<file path="src/rtl/fbps_pkg.sv">
package fbps_pkg;

    typedef enum logic [3:0] {
        S_IDLE,
        S_PRE_WAIT,
        S_PRE_RD,
        S_CHECK,
        S_PROG,
        S_VFY_WS,
        S_VFY_REQ,
        S_VFY_WAIT,
        S_VFY_RD,
        S_NRM_REQ,
        S_NRM_WAIT
    } seq_state_e;

endpackage

</file>
<file path="src/rtl/fbps_merge.sv">
module fbps_merge #(
    parameter int DW = 32
) (
    input  logic [DW-1:0] flash_word,
    input  logic [DW-1:0] cur_word,
    output logic [DW-1:0] next_word,
    output logic          word_done
);

    logic [DW-1:0] settled;

    always_comb begin
        settled   = ~(flash_word | cur_word);
        next_word = cur_word | settled;
        word_done = &cur_word;
    end

endmodule

</file>
<file path="src/rtl/fbps_bank_map.sv">
module fbps_bank_map #(
    parameter int AW = 16,
    parameter int IW = 2
) (
    input  logic [AW-1:0] base,
    input  logic [IW-1:0] last,
    input  logic [AW-1:0] limit,
    output logic [1:0]    mask
);

    logic [AW-1:0] end_addr;

    always_comb begin
        end_addr = base + AW'(last);
        mask[0]  = (base < limit) || (end_addr < limit);
        mask[1]  = (base >= limit) || (end_addr >= limit);
    end

endmodule

</file>
<file path="src/rtl/flash_burst_prog_seq.sv">
module flash_burst_prog_seq
    import fbps_pkg::*;
#(
    parameter int DW  = 32,
    parameter int NW  = 4,
    parameter int AW  = 16,
    parameter int CW  = 4,
    parameter int WSW = 4,
    localparam int IW = (NW > 1) ? $clog2(NW) : 1
) (
    input  logic           clk,
    input  logic           rst_n,
    input  logic           ld_en,
    input  logic [IW-1:0]  ld_idx,
    input  logic [DW-1:0]  ld_word,
    input  logic           start,
    input  logic [IW-1:0]  burst_len,
    input  logic [AW-1:0]  base_addr,
    input  logic           pre_check_en,
    input  logic [CW-1:0]  max_pulses,
    input  logic [WSW-1:0] ws_normal,
    input  logic [WSW-1:0] ws_verify,
    input  logic [AW-1:0]  bank_limit,
    input  logic           irq_en,
    output logic [AW-1:0]  fl_addr,
    output logic [DW-1:0]  fl_wdata,
    output logic           fl_prog,
    output logic           fl_rd,
    input  logic [DW-1:0]  fl_rdata,
    output logic [WSW-1:0] fl_ws,
    output logic [1:0]     fl_vfy_req,
    input  logic [1:0]     fl_vfy_ack,
    output logic           done,
    output logic           error,
    output logic           irq
);

    typedef struct packed {
        seq_state_e            st;
        logic [IW-1:0]         idx;
        logic [IW-1:0]         last;
        logic [AW-1:0]         base;
        logic [CW-1:0]         pass;
        logic [CW-1:0]         maxp;
        logic [WSW-1:0]        wcnt;
        logic [WSW-1:0]        ws;
        logic [1:0]            vreq;
        logic                  done;
        logic                  err;
        logic                  irq;
        logic [NW-1:0][DW-1:0] data;
    } ctx_t;

    ctx_t c_q, c_d;

    logic [NW-1:0][DW-1:0] merged;
    logic [NW-1:0]         wdone;
    logic [NW-1:0]         in_burst;
    logic                  all_done;
    logic [1:0]            bank_mask;

    for (genvar g = 0; g < NW; g++) begin : g_word
        fbps_merge #(.DW(DW)) u_merge (
            .flash_word (fl_rdata),
            .cur_word   (c_q.data[g]),
            .next_word  (merged[g]),
            .word_done  (wdone[g])
        );
        assign in_burst[g] = (IW'(g) <= c_q.last);
    end

    assign all_done = &(wdone | ~in_burst);

    fbps_bank_map #(.AW(AW), .IW(IW)) u_bank (
        .base  (c_q.base),
        .last  (c_q.last),
        .limit (bank_limit),
        .mask  (bank_mask)
    );

    always_comb begin
        c_d     = c_q;
        c_d.irq = 1'b0;
        case (c_q.st)
            S_IDLE: begin
                if (ld_en) c_d.data[ld_idx] = ld_word;
                if (start) begin
                    c_d.base = base_addr;
                    c_d.last = burst_len;
                    c_d.maxp = max_pulses;
                    c_d.pass = '0;
                    c_d.idx  = '0;
                    c_d.done = 1'b0;
                    c_d.err  = 1'b0;
                    c_d.ws   = ws_normal;
                    c_d.st   = pre_check_en ? S_PRE_WAIT : S_CHECK;
                end
            end
            S_PRE_WAIT: begin
                c_d.wcnt = c_q.ws;
                if (fl_vfy_ack == 2'b00) c_d.st = S_PRE_RD;
            end
            S_PRE_RD, S_VFY_RD: begin
                if (c_q.wcnt != '0) begin
                    c_d.wcnt = c_q.wcnt - WSW'(1);
                end else begin
                    c_d.data[c_q.idx] = merged[c_q.idx];
                    c_d.wcnt = c_q.ws;
                    if (c_q.idx == c_q.last) begin
                        c_d.idx = '0;
                        c_d.st  = (c_q.st == S_PRE_RD) ? S_CHECK : S_NRM_REQ;
                    end else begin
                        c_d.idx = c_q.idx + IW'(1);
                    end
                end
            end
            S_CHECK: begin
                c_d.idx = '0;
                if (all_done) begin
                    c_d.done = 1'b1;
                    c_d.irq  = irq_en;
                    c_d.st   = S_IDLE;
                end else if (c_q.pass == c_q.maxp) begin
                    c_d.done = 1'b1;
                    c_d.err  = 1'b1;
                    c_d.irq  = irq_en;
                    c_d.st   = S_IDLE;
                end else begin
                    c_d.pass = c_q.pass + CW'(1);
                    c_d.st   = S_PROG;
                end
            end
            S_PROG: begin
                if (c_q.idx == c_q.last) begin
                    c_d.idx = '0;
                    c_d.st  = S_VFY_WS;
                end else begin
                    c_d.idx = c_q.idx + IW'(1);
                end
            end
            S_VFY_WS: begin
                c_d.ws = ws_verify;
                c_d.st = S_VFY_REQ;
            end
            S_VFY_REQ: begin
                c_d.vreq = bank_mask;
                c_d.st   = S_VFY_WAIT;
            end
            S_VFY_WAIT: begin
                c_d.wcnt = c_q.ws;
                c_d.idx  = '0;
                if (fl_vfy_ack == c_q.vreq) c_d.st = S_VFY_RD;
            end
            S_NRM_REQ: begin
                c_d.vreq = 2'b00;
                c_d.st   = S_NRM_WAIT;
            end
            S_NRM_WAIT: begin
                if (fl_vfy_ack == 2'b00) begin
                    c_d.ws = ws_normal;
                    c_d.st = S_CHECK;
                end
            end
            default: c_d.st = S_IDLE;
        endcase
    end

    always_ff @(posedge clk) begin
        if (!rst_n) begin
            c_q    <= '0;
            c_q.st <= S_IDLE;
        end else begin
            c_q <= c_d;
        end
    end

    assign fl_addr    = c_q.base + AW'(c_q.idx);
    assign fl_wdata   = c_q.data[c_q.idx];
    assign fl_prog    = (c_q.st == S_PROG) && !wdone[c_q.idx];
    assign fl_rd      = (c_q.st == S_PRE_RD) || (c_q.st == S_VFY_RD);
    assign fl_ws      = c_q.ws;
    assign fl_vfy_req = c_q.vreq;
    assign done       = c_q.done;
    assign error      = c_q.err;
    assign irq        = c_q.irq;

    AST_RD_MODE_MATCH: assert property (@(posedge clk) disable iff (!rst_n)
        fl_rd |-> (fl_vfy_ack == fl_vfy_req));
    AST_VFY_WAIT_STATES: assert property (@(posedge clk) disable iff (!rst_n)
        (fl_rd && fl_vfy_req != 2'b00) |-> (fl_ws == ws_verify));
    AST_PROG_IN_NORMAL: assert property (@(posedge clk) disable iff (!rst_n)
        fl_prog |-> (fl_vfy_req == 2'b00 && fl_vfy_ack == 2'b00));
    AST_PASS_LIMIT: assert property (@(posedge clk) disable iff (!rst_n)
        (c_q.st != S_IDLE) |-> (c_q.pass <= c_q.maxp));
    AST_IRQ_PULSE: assert property (@(posedge clk) disable iff (!rst_n)
        irq |=> !irq);
    AST_ERR_WITH_DONE: assert property (@(posedge clk) disable iff (!rst_n)
        error |-> done);
    AST_DATA_MONOTONIC: assert property (@(posedge clk) disable iff (!rst_n)
        (c_q.st != S_IDLE && $past(c_q.st) != S_IDLE)
            |-> (($past(c_q.data) & ~c_q.data) == '0));

endmodule

</file>
<file path="config.mk">
export PLATFORM = sky130hd
export DESIGN_NAME = flash_burst_prog_seq
export DESIGN_NICKNAME = d
export VERILOG_FILES = /design/src/rtl/fbps_pkg.sv /design/src/rtl/fbps_merge.sv /design/src/rtl/fbps_bank_map.sv /design/src/rtl/flash_burst_prog_seq.sv
export SDC_FILE = /design/constraint.sdc
export NUM_CORES = 1
export LEC_CHECK = 0
export ABC_AREA = 1
export ABC_CLOCK_PERIOD_IN_PS = 4750
export BUFFER_PORTS_ARGS = -buffer_cell sky130_fd_sc_hd__buf_2
export CAP_MARGIN = 20
export CORE_AREA = 8 8 108 209
export DETAILED_ROUTE_END_ITERATION = 10
export DIE_AREA = 0 0 116 217
export HOLD_SLACK_MARGIN = 0.1
export PLACE_DENSITY_LB_ADDON = 0.3
export SLEW_MARGIN = 20
export SYNTH_ARGS = -nofsm -noshare
export SYNTH_HDL_FRONTEND = slang
export SYNTH_SLANG_ARGS = --single-unit
</file>
<file path="constraint.sdc">
create_clock -name clk -period 4.75 [get_ports clk]
set_input_delay 0.95 -clock clk [delete_from_list [all_inputs] [get_ports clk]]
set_output_delay 0.95 -clock clk [all_outputs]
set_load 0.005 [all_outputs]
</file>
==> impl_metrics.tcl, run 1 <==
set metrics [dict create \
    crit_required_ps 3800 \
    leakagePower_nw 5.89 \
    max_freq_mhz 291 \
    cts_tree "built" \
    synth_most_common_cell "nor2_1" \
    vias_per_cell 5.91 \
    synth_area_um2 10800 \
    clk_latency_ps 440 \
    worstMarginPinSlew_ps 1040 \
    synth.area.top_cells "dfxtp_1 32%, nor2_1 15%, o21ai_0 9.7%, o22ai_1 9.3%, nand2_1 7.0%" \
    synth_edf_count 0 \
    rows 73 \
    cp.depth 8 \
    yosys.area.top_type "dfxtp_1" \
    hold_depth 2 \
    slew_viol_final 0 \
    syn_nets 1836 \
    power.density_nw_per_um2 614 \
    rsz0062_at_grt "false" \
    drtIter0Drc 1315 \
    relSlewSlack_pct 30.5 \
    ys_seq_area_share_pct 32.2 \
    critical-path-max-stage-delay_ps 470 \
    start_kind "flip-flop" \
    pin_count 179 \
    final.setup.tns_ps 0 \
    netlist_instances 1672 \
    ant_nets 0 \
    cp_slowest_cell "fa_1" \
    crit_arrival_ps 2480 \
    ys.flop_type "dfxtp_1" \
    syn_area_per_cell_um2 6.44 \
    drt_wl_total_um 38900 \
    yosysTopAreaCellShare_pct 32.2 \
    fill_cells 1963 \
    numPortBuffers 178 \
    reg2reg_depth 16 \
    drive_above_1_share_pct 14.2 \
    ys_ff_latch 173 \
    antenna_found_initial 0 \
    hpwl_um 26700 \
    via_count 12152 \
    synthArstFlopShare_pct 0 \
    wl_per_cell_um 18.9 \
    status "complete, no violations" \
    clkTransAtPathRegs_ps 70 \
    grt_usage_pct 30.9 \
    fin_worst_skew_ps 8.28 \
    path_cells "inv_1 -> fa_1 -> nor2_1 -> nand2_1 -> nor2_1 -> nand2_1 -> xor2_1 -> buf_2" \
    cts.repair.resized 0 \
    cts.htree.levels 4 \
    cts.sinks 173 \
    path_class "flip-flop to output port" \
    synth_cell_types 41 \
    path_buf_inv 2 \
    period_share_pct 72.3 \
    yosys-top-cells-count "443 x nor2_1, 209 x o21ai_0, 200 x nand2_1" \
    initial_core_util_pct 54.5 \
    area_growth_pct 13.8 \
    hp-class "flip-flop to flip-flop" \
    globalplace.congestion 0.997 \
    cts_buffer_depth 2 \
    rrSetupSlack_ps 1650 \
    max_cap_viol_count 0 \
    period_needed_ps 3430 \
    die_area_um2 25200 \
    postCtsSetupBuffers 0 \
    first_pass_iters 7 \
    crit_family "simple AND/OR/NAND/NOR gates" \
    ys_warn_count 0 \
    nets 1947 \
    cts_hold_buf 0 \
    numCtsBuffers 17 \
    drcViolationCount 0 \
    vdd_drop_max_v 0.000406 \
    grt_pass1_vias 12104 \
    grt_start_max_net_pins 112 \
    dieHeight_um 217 \
    antenna_cells 0 \
    hold_viol_final 0 \
    crit_path_end_kind "output port" \
    coreArea_um2 19700 \
    power_mw 7.52 \
    grt_pass1_wl_um 60600 \
    finalSetupViolCount 0 \
    crit_fanout 5 \
    grt-ovfl-total 0 \
    die_w_um 116 \
    clock-root-buffer "clkbuf_16" \
]
-- area by class of cell --
cell class / instances / area, um2 / area share [%]
Clock buffer: 22 / 484 / 3.95
Clock inverter: 9 / 111 / 0.909
Sequential cell: 173 / 3460 / 28.3
Inverter: 148 / 561 / 4.58
Tap cell: 262 / 328 / 2.68
Timing Repair Buffer: 195 / 1020 / 8.34
Multi-Input combinational cell: 1248 / 6270 / 51.2
-- flip-flops by register name, indices dropped and copies added, names as in the netlist --
register,count
error,1
done,1
c_q,164
irq,1
fl_ws,4
fl_vfy_req,2
-- report_power, final --
part / internal [mW] / total, mW / switching [mW]
clock: 0.828 / 1.44 / 0.610
combinational: 1.25 / 3.85 / 2.61
sequential: 1.88 / 2.23 / 0.350
-- layout by cell type, fill, tap and decap left out, types with 2 or more instances in the layout --
master	Yosys	final
nand3_2	3	3
a21oi_1	55	55
nor3_1	9	9
nand2_4	3	3
nand2_1	200	200
a31oi_1	4	4
nor2_1	443	443
nand4_1	10	10
o22ai_1	160	160
nor2_2	3	3
o21ai_1	22	22
xnor2_1	8	8
nand2_2	3	3
inv_2	7	8
o211ai_1	3	3
clkinvlp_4	0	5
buf_2	24	177
o21ai_0	209	209
inv_1	139	138
bufinv_16	0	2
dfxtp_1	173	172
nand3_1	25	25
clkbuf_8	0	4
clkinv_4	1	2
fa_1	2	2
xor2_1	27	27
a21oi_4	4	4
ha_1	42	42
clkbuf_16	0	17
buf_4	12	18
o21a_1	2	2
-- cell families (layout without fill, tap and decap cells) --
| group | Yosys count | after routing | share of synthesized area, % |
|---|---|---|---|
| and+or+nand+nor | 707 | 707 | 26.2 |
| adders and majority gates | 44 | 44 | 5.26 |
| xor gates and xnor gates | 35 | 35 | 2.85 |
| AOI/OAI and AO/OA | 462 | 462 | 24.0 |
| buffers and inverters | 251 | 374 | 9.50 |
| DFF | 173 | 173 | 32.2 |
-- path summary, 6_finish.rpt --
check / to / start
worst max register to register: fl_vfy_req[1]$_SDFFE_PN0P_ / c_q[150]$_SDFFE_PN0P_
worst min register to register: error$_SDFFE_PN0P_ / error$_SDFFE_PN0P_
worst min-delay path: error$_SDFFE_PN0P_ / error$_SDFFE_PN0P_
worst max-delay path: fl_addr[12] / c_q[150]$_SDFFE_PN0P_
-- worst register-to-register path, delay by kind of cell (launching register included) --
| family | cells | cell delay, ps |
|---|---|---|
| buffers and inverters | 1 | 110 |
| XOR/XNOR | 1 | 150 |
| adder cells (fa/ha/maj) | 2 | 600 |
| flip-flops | 1 | 370 |
| AND/OR/NAND/NOR | 7 | 920 |
| AO/OA/AOI/OAI | 5 | 820 |
-- metrics by stage --
step	util [%]	instances	setup slack, ps	area [um2]	hold WS (ps)
floorplan	-	1672	1880	10800	454
global placement	59.0	2026	1760	11600	462
detailed placement	59.0	2026	1720	11600	465
CTS	62.1	2057	1330	12200	475
global route	62.1	2057	1180	12200	492
finish	62.1	2057	1320	12200	474
-- routing by layer --
metal / wire, um / global-route usage, % / vias to the layer above
li1: - / - / 5767
met1: 13000 / 31.0 / 5496
met2: 20100 / 54.9 / 692
met3: 2820 / 4.24 / 197
met4: 3080 / 24.7 / 0
met5: 0 / 0 / -
(Power assumes the default switching activity.)
==> run 2: changes to the inputs <==
ABC_AREA = 0   (was 1)
ABC_CLOCK_PERIOD_IN_PS = 3400   (was 4750)
CORE_AREA = 8 8 107 207   (was 8 8 108 209)
DIE_AREA = 0 0 115 215   (was 0 0 116 217)
clock period = 3.4 ns   (was 4.75 ns; I/O delays follow)
==> run 2 against run 1 <==
Die area down 1.8%. Global-route usage is 4.3 points lower. Clock power is 30% higher. Critical path depth decreased by 2. Setup slack got worse by 1100 ps. Clock-buffer cell count fell by 3. Critical endpoint unchanged. Largest power group is now sequential cells.
==> impl_metrics.tcl, run 2 <==
set metrics [dict create \
    status "complete, no violations" \
    synthXorXnorAreaFrac_pct 3.17 \
    synth_most_common_cell "dfxtp_1" \
    globalplace.congestion 0.867 \
    vias_per_cell 6.32 \
    period_needed_ps 3170 \
    multi_input_area_um2 6400 \
    worstReg2RegStart "c_q[150]$_SDFFE_PN0P_" \
    syn_nets 1363 \
    via_count 10068 \
    fill_cells 1745 \
    clkTransAtPathRegs_ps 70 \
    crit_arrival_ps 2490 \
    synth_edf_count 0 \
    rows 73 \
    drtIter0Drc 928 \
    ys_warn_count 0 \
    fin_worst_skew_ps 12.2 \
    yosys.area_share.simple_pct 18.7 \
    grt_pass1_vias 10147 \
    slew_viol_final 0 \
    hpwl_um 22600 \
    finalSetupViolCount 0 \
    final_cell_mix "178 x buf_2, 171 x nor2_1, 171 x dfxtp_1" \
    final_cell_area_um2 12000 \
    period_share_pct 93.2 \
    start_kind "flip-flop" \
    rsz0062_at_grt "false" \
    reg2reg_depth 15 \
    grt-ovfl-total 0 \
    yosys.area.top_type "dfxtp_1" \
    synth_area_um2 10500 \
    synth_mux_area_share_pct 7.47 \
    ys.flop_type "dfxtp_1" \
    ys_seq_area_share_pct 33.1 \
    numPortBuffers 178 \
    initial_core_util_pct 53.5 \
    antenna_cells 0 \
    clk_latency_ps 440 \
    worstMarginPinSlew_ps 881 \
    wl_per_cell_um 20.4 \
    drcViolationCount 0 \
    yosysTopAreaCellShare_pct 33.1 \
    netlist_instances 1199 \
    syn_area_per_cell_um2 8.72 \
    max_cap_viol_count 0 \
    crit_path_start "c_q[150]$_SDFFE_PN0P_" \
    max_flop_register "c_q" \
    synth_compound_area_share_pct 26.3 \
    power.density_nw_per_um2 660 \
    path_class "flip-flop to output port" \
    die_w_um 115 \
    instances_no_fill 1594 \
    crit_fanout 6 \
    synth_top_family_by_area "compound AO/OA/AOI/OAI gates" \
    drt_wl_total_um 32500 \
    min_from "c_q[142]$_SDFFE_PN0P_" \
    nets 1484 \
    largest_register_ffs 164 \
    final.setup.tns_ps 0 \
    coreArea_um2 19500 \
    grt_usage_pct 26.5 \
    yosys-top-cells-count "173 x dfxtp_1, 172 x nor2_1, 128 x a22oi_1" \
    layout_commonest_cell "buf_2" \
    hp-class "flip-flop to flip-flop" \
    synthAdderAreaFrac_pct 5.41 \
    synth.area.top_cells "dfxtp_1 33%, a22oi_1 9.2%, a211oi_1 7.6%, mux4_2 6.9%, nor2_1 6.2%" \
    clock-root-buffer "clkbuf_16" \
    cts.sinks 173 \
    pin_count 179 \
    crit_required_ps 2720 \
    synthArstFlopShare_pct 0 \
    numCtsBuffers 17 \
    hold_viol_final 0 \
    crit_path_end_kind "output port" \
    timing.hold.ws_ps 466 \
    cts_buffer_depth 2 \
    drive_above_1_share_pct 24.1 \
    synth_cell_types 57 \
    dieHeight_um 215 \
    hold_depth 2 \
    register_area_um2 3470 \
    max_freq_mhz 316 \
    antenna_found_initial 1 \
    first_pass_iters 7 \
    dp_cells 1563 \
    rrSetupSlack_ps 250 \
    cts.htree.levels 4 \
    relSlewSlack_pct 41.1 \
    ys_ff_latch 173 \
    dpl-instance-area_um2 11500 \
    vdd_drop_max_v 0.000557 \
    cts_tree "built" \
    cts_hold_buf 0 \
    area_growth_pct 15.1 \
    ant_nets 0 \
    leakagePower_nw 4.51 \
    grt_start_max_net_pins 67 \
    grt_pass1_wl_um 52700 \
    die_area_um2 24700 \
]
## run 2: cell types whose count changed after synthesis, moves of 33 or more
cell,delta
inv_1,-110
a211oi_1,+105
nand4_1,+33
a22oi_1,+128
o21ai_0,-193
nor2_1,-271
nand2_1,-119
o22ai_1,-158
nand2b_1,+40
## run 2: per-stage QoR
step                      total power, mW  setup WS (ps)  utilization, %
after global routing                 8.44           35.1            61.6
after floorplan                      5.12            567               -
final                                7.95            231            61.6
after CTS                            7.94            184            61.5
after global placement               5.94            410            58.8
after detailed placement             6.07            208            58.8
## run 2: final cells by class
| cell class | instances | share of cell area [%] |
|---|---|---|
| Timing Repair Buffer | 206 | 9.77 |
| Tap cell | 262 | 2.72 |
| Multi-Input combinational cell | 892 | 53.2 |
| Inverter | 30 | 0.977 |
| Sequential cell | 173 | 28.8 |
| Clock buffer | 19 | 3.68 |
| Clock inverter | 12 | 0.863 |
## run 2: power by group
| group | leakage, nW | switching (mW) | internal [mW] |
|---|---|---|---|
| clock | 0.253 | 0.901 | 0.971 |
| combinational | 2.84 | 1.73 | 1.31 |
| sequential | 1.41 | 0.496 | 2.54 |
| total | 4.51 | 3.13 | 4.82 |
## run 2: worst max-delay path, cell delays in order, from the launching register on
cell     delay [ps]
dfxtp_1         480
inv_1           110
fa_1            530
nor3_1          490
nand4_1         180
xnor2_1         150
buf_2           130
## run 2: cell families (layout without fill, tap and decap cells)
kind of cell / after synthesis / count (layout)
compound gates: 366 / 366
xor+xnor: 37 / 37
fa+ha+maj: 44 / 44
buf+inv: 134 / 267
flops: 173 / 173
mux: 38 / 38
simple gates: 407 / 407
## run 2: worst paths after layout
path                                              endpoint
worst min-delay path                 c_q[142]$_SDFFE_PN0P_
worst max register to register  fl_vfy_req[0]$_SDFFE_PN0P_
worst max-delay path                           fl_addr[12]
worst min register to register       c_q[142]$_SDFFE_PN0P_
## run 2: timing repair
| item | 4_1_cts | 5_1_grt |
|---|---|---|
| setup endpoints to repair | 0 | 1 |
| gates resized for setup | 0 | 3 |
| setup buffers | 0 | 0 |
| endpoints found under the hold margin | 0 | 0 |
## run 2: routing by layer
layer | global-route usage [%] | part of all wire, % | vias to the layer above
li1 | - | - | 4711
met1 | 32.0 | 38 | 4800
met2 | 44.9 | 51 | 490
met3 | 5.17 | 7.8 | 65
met4 | 10.4 | 2.8 | 2
met5 | 0 | 0.034 | -
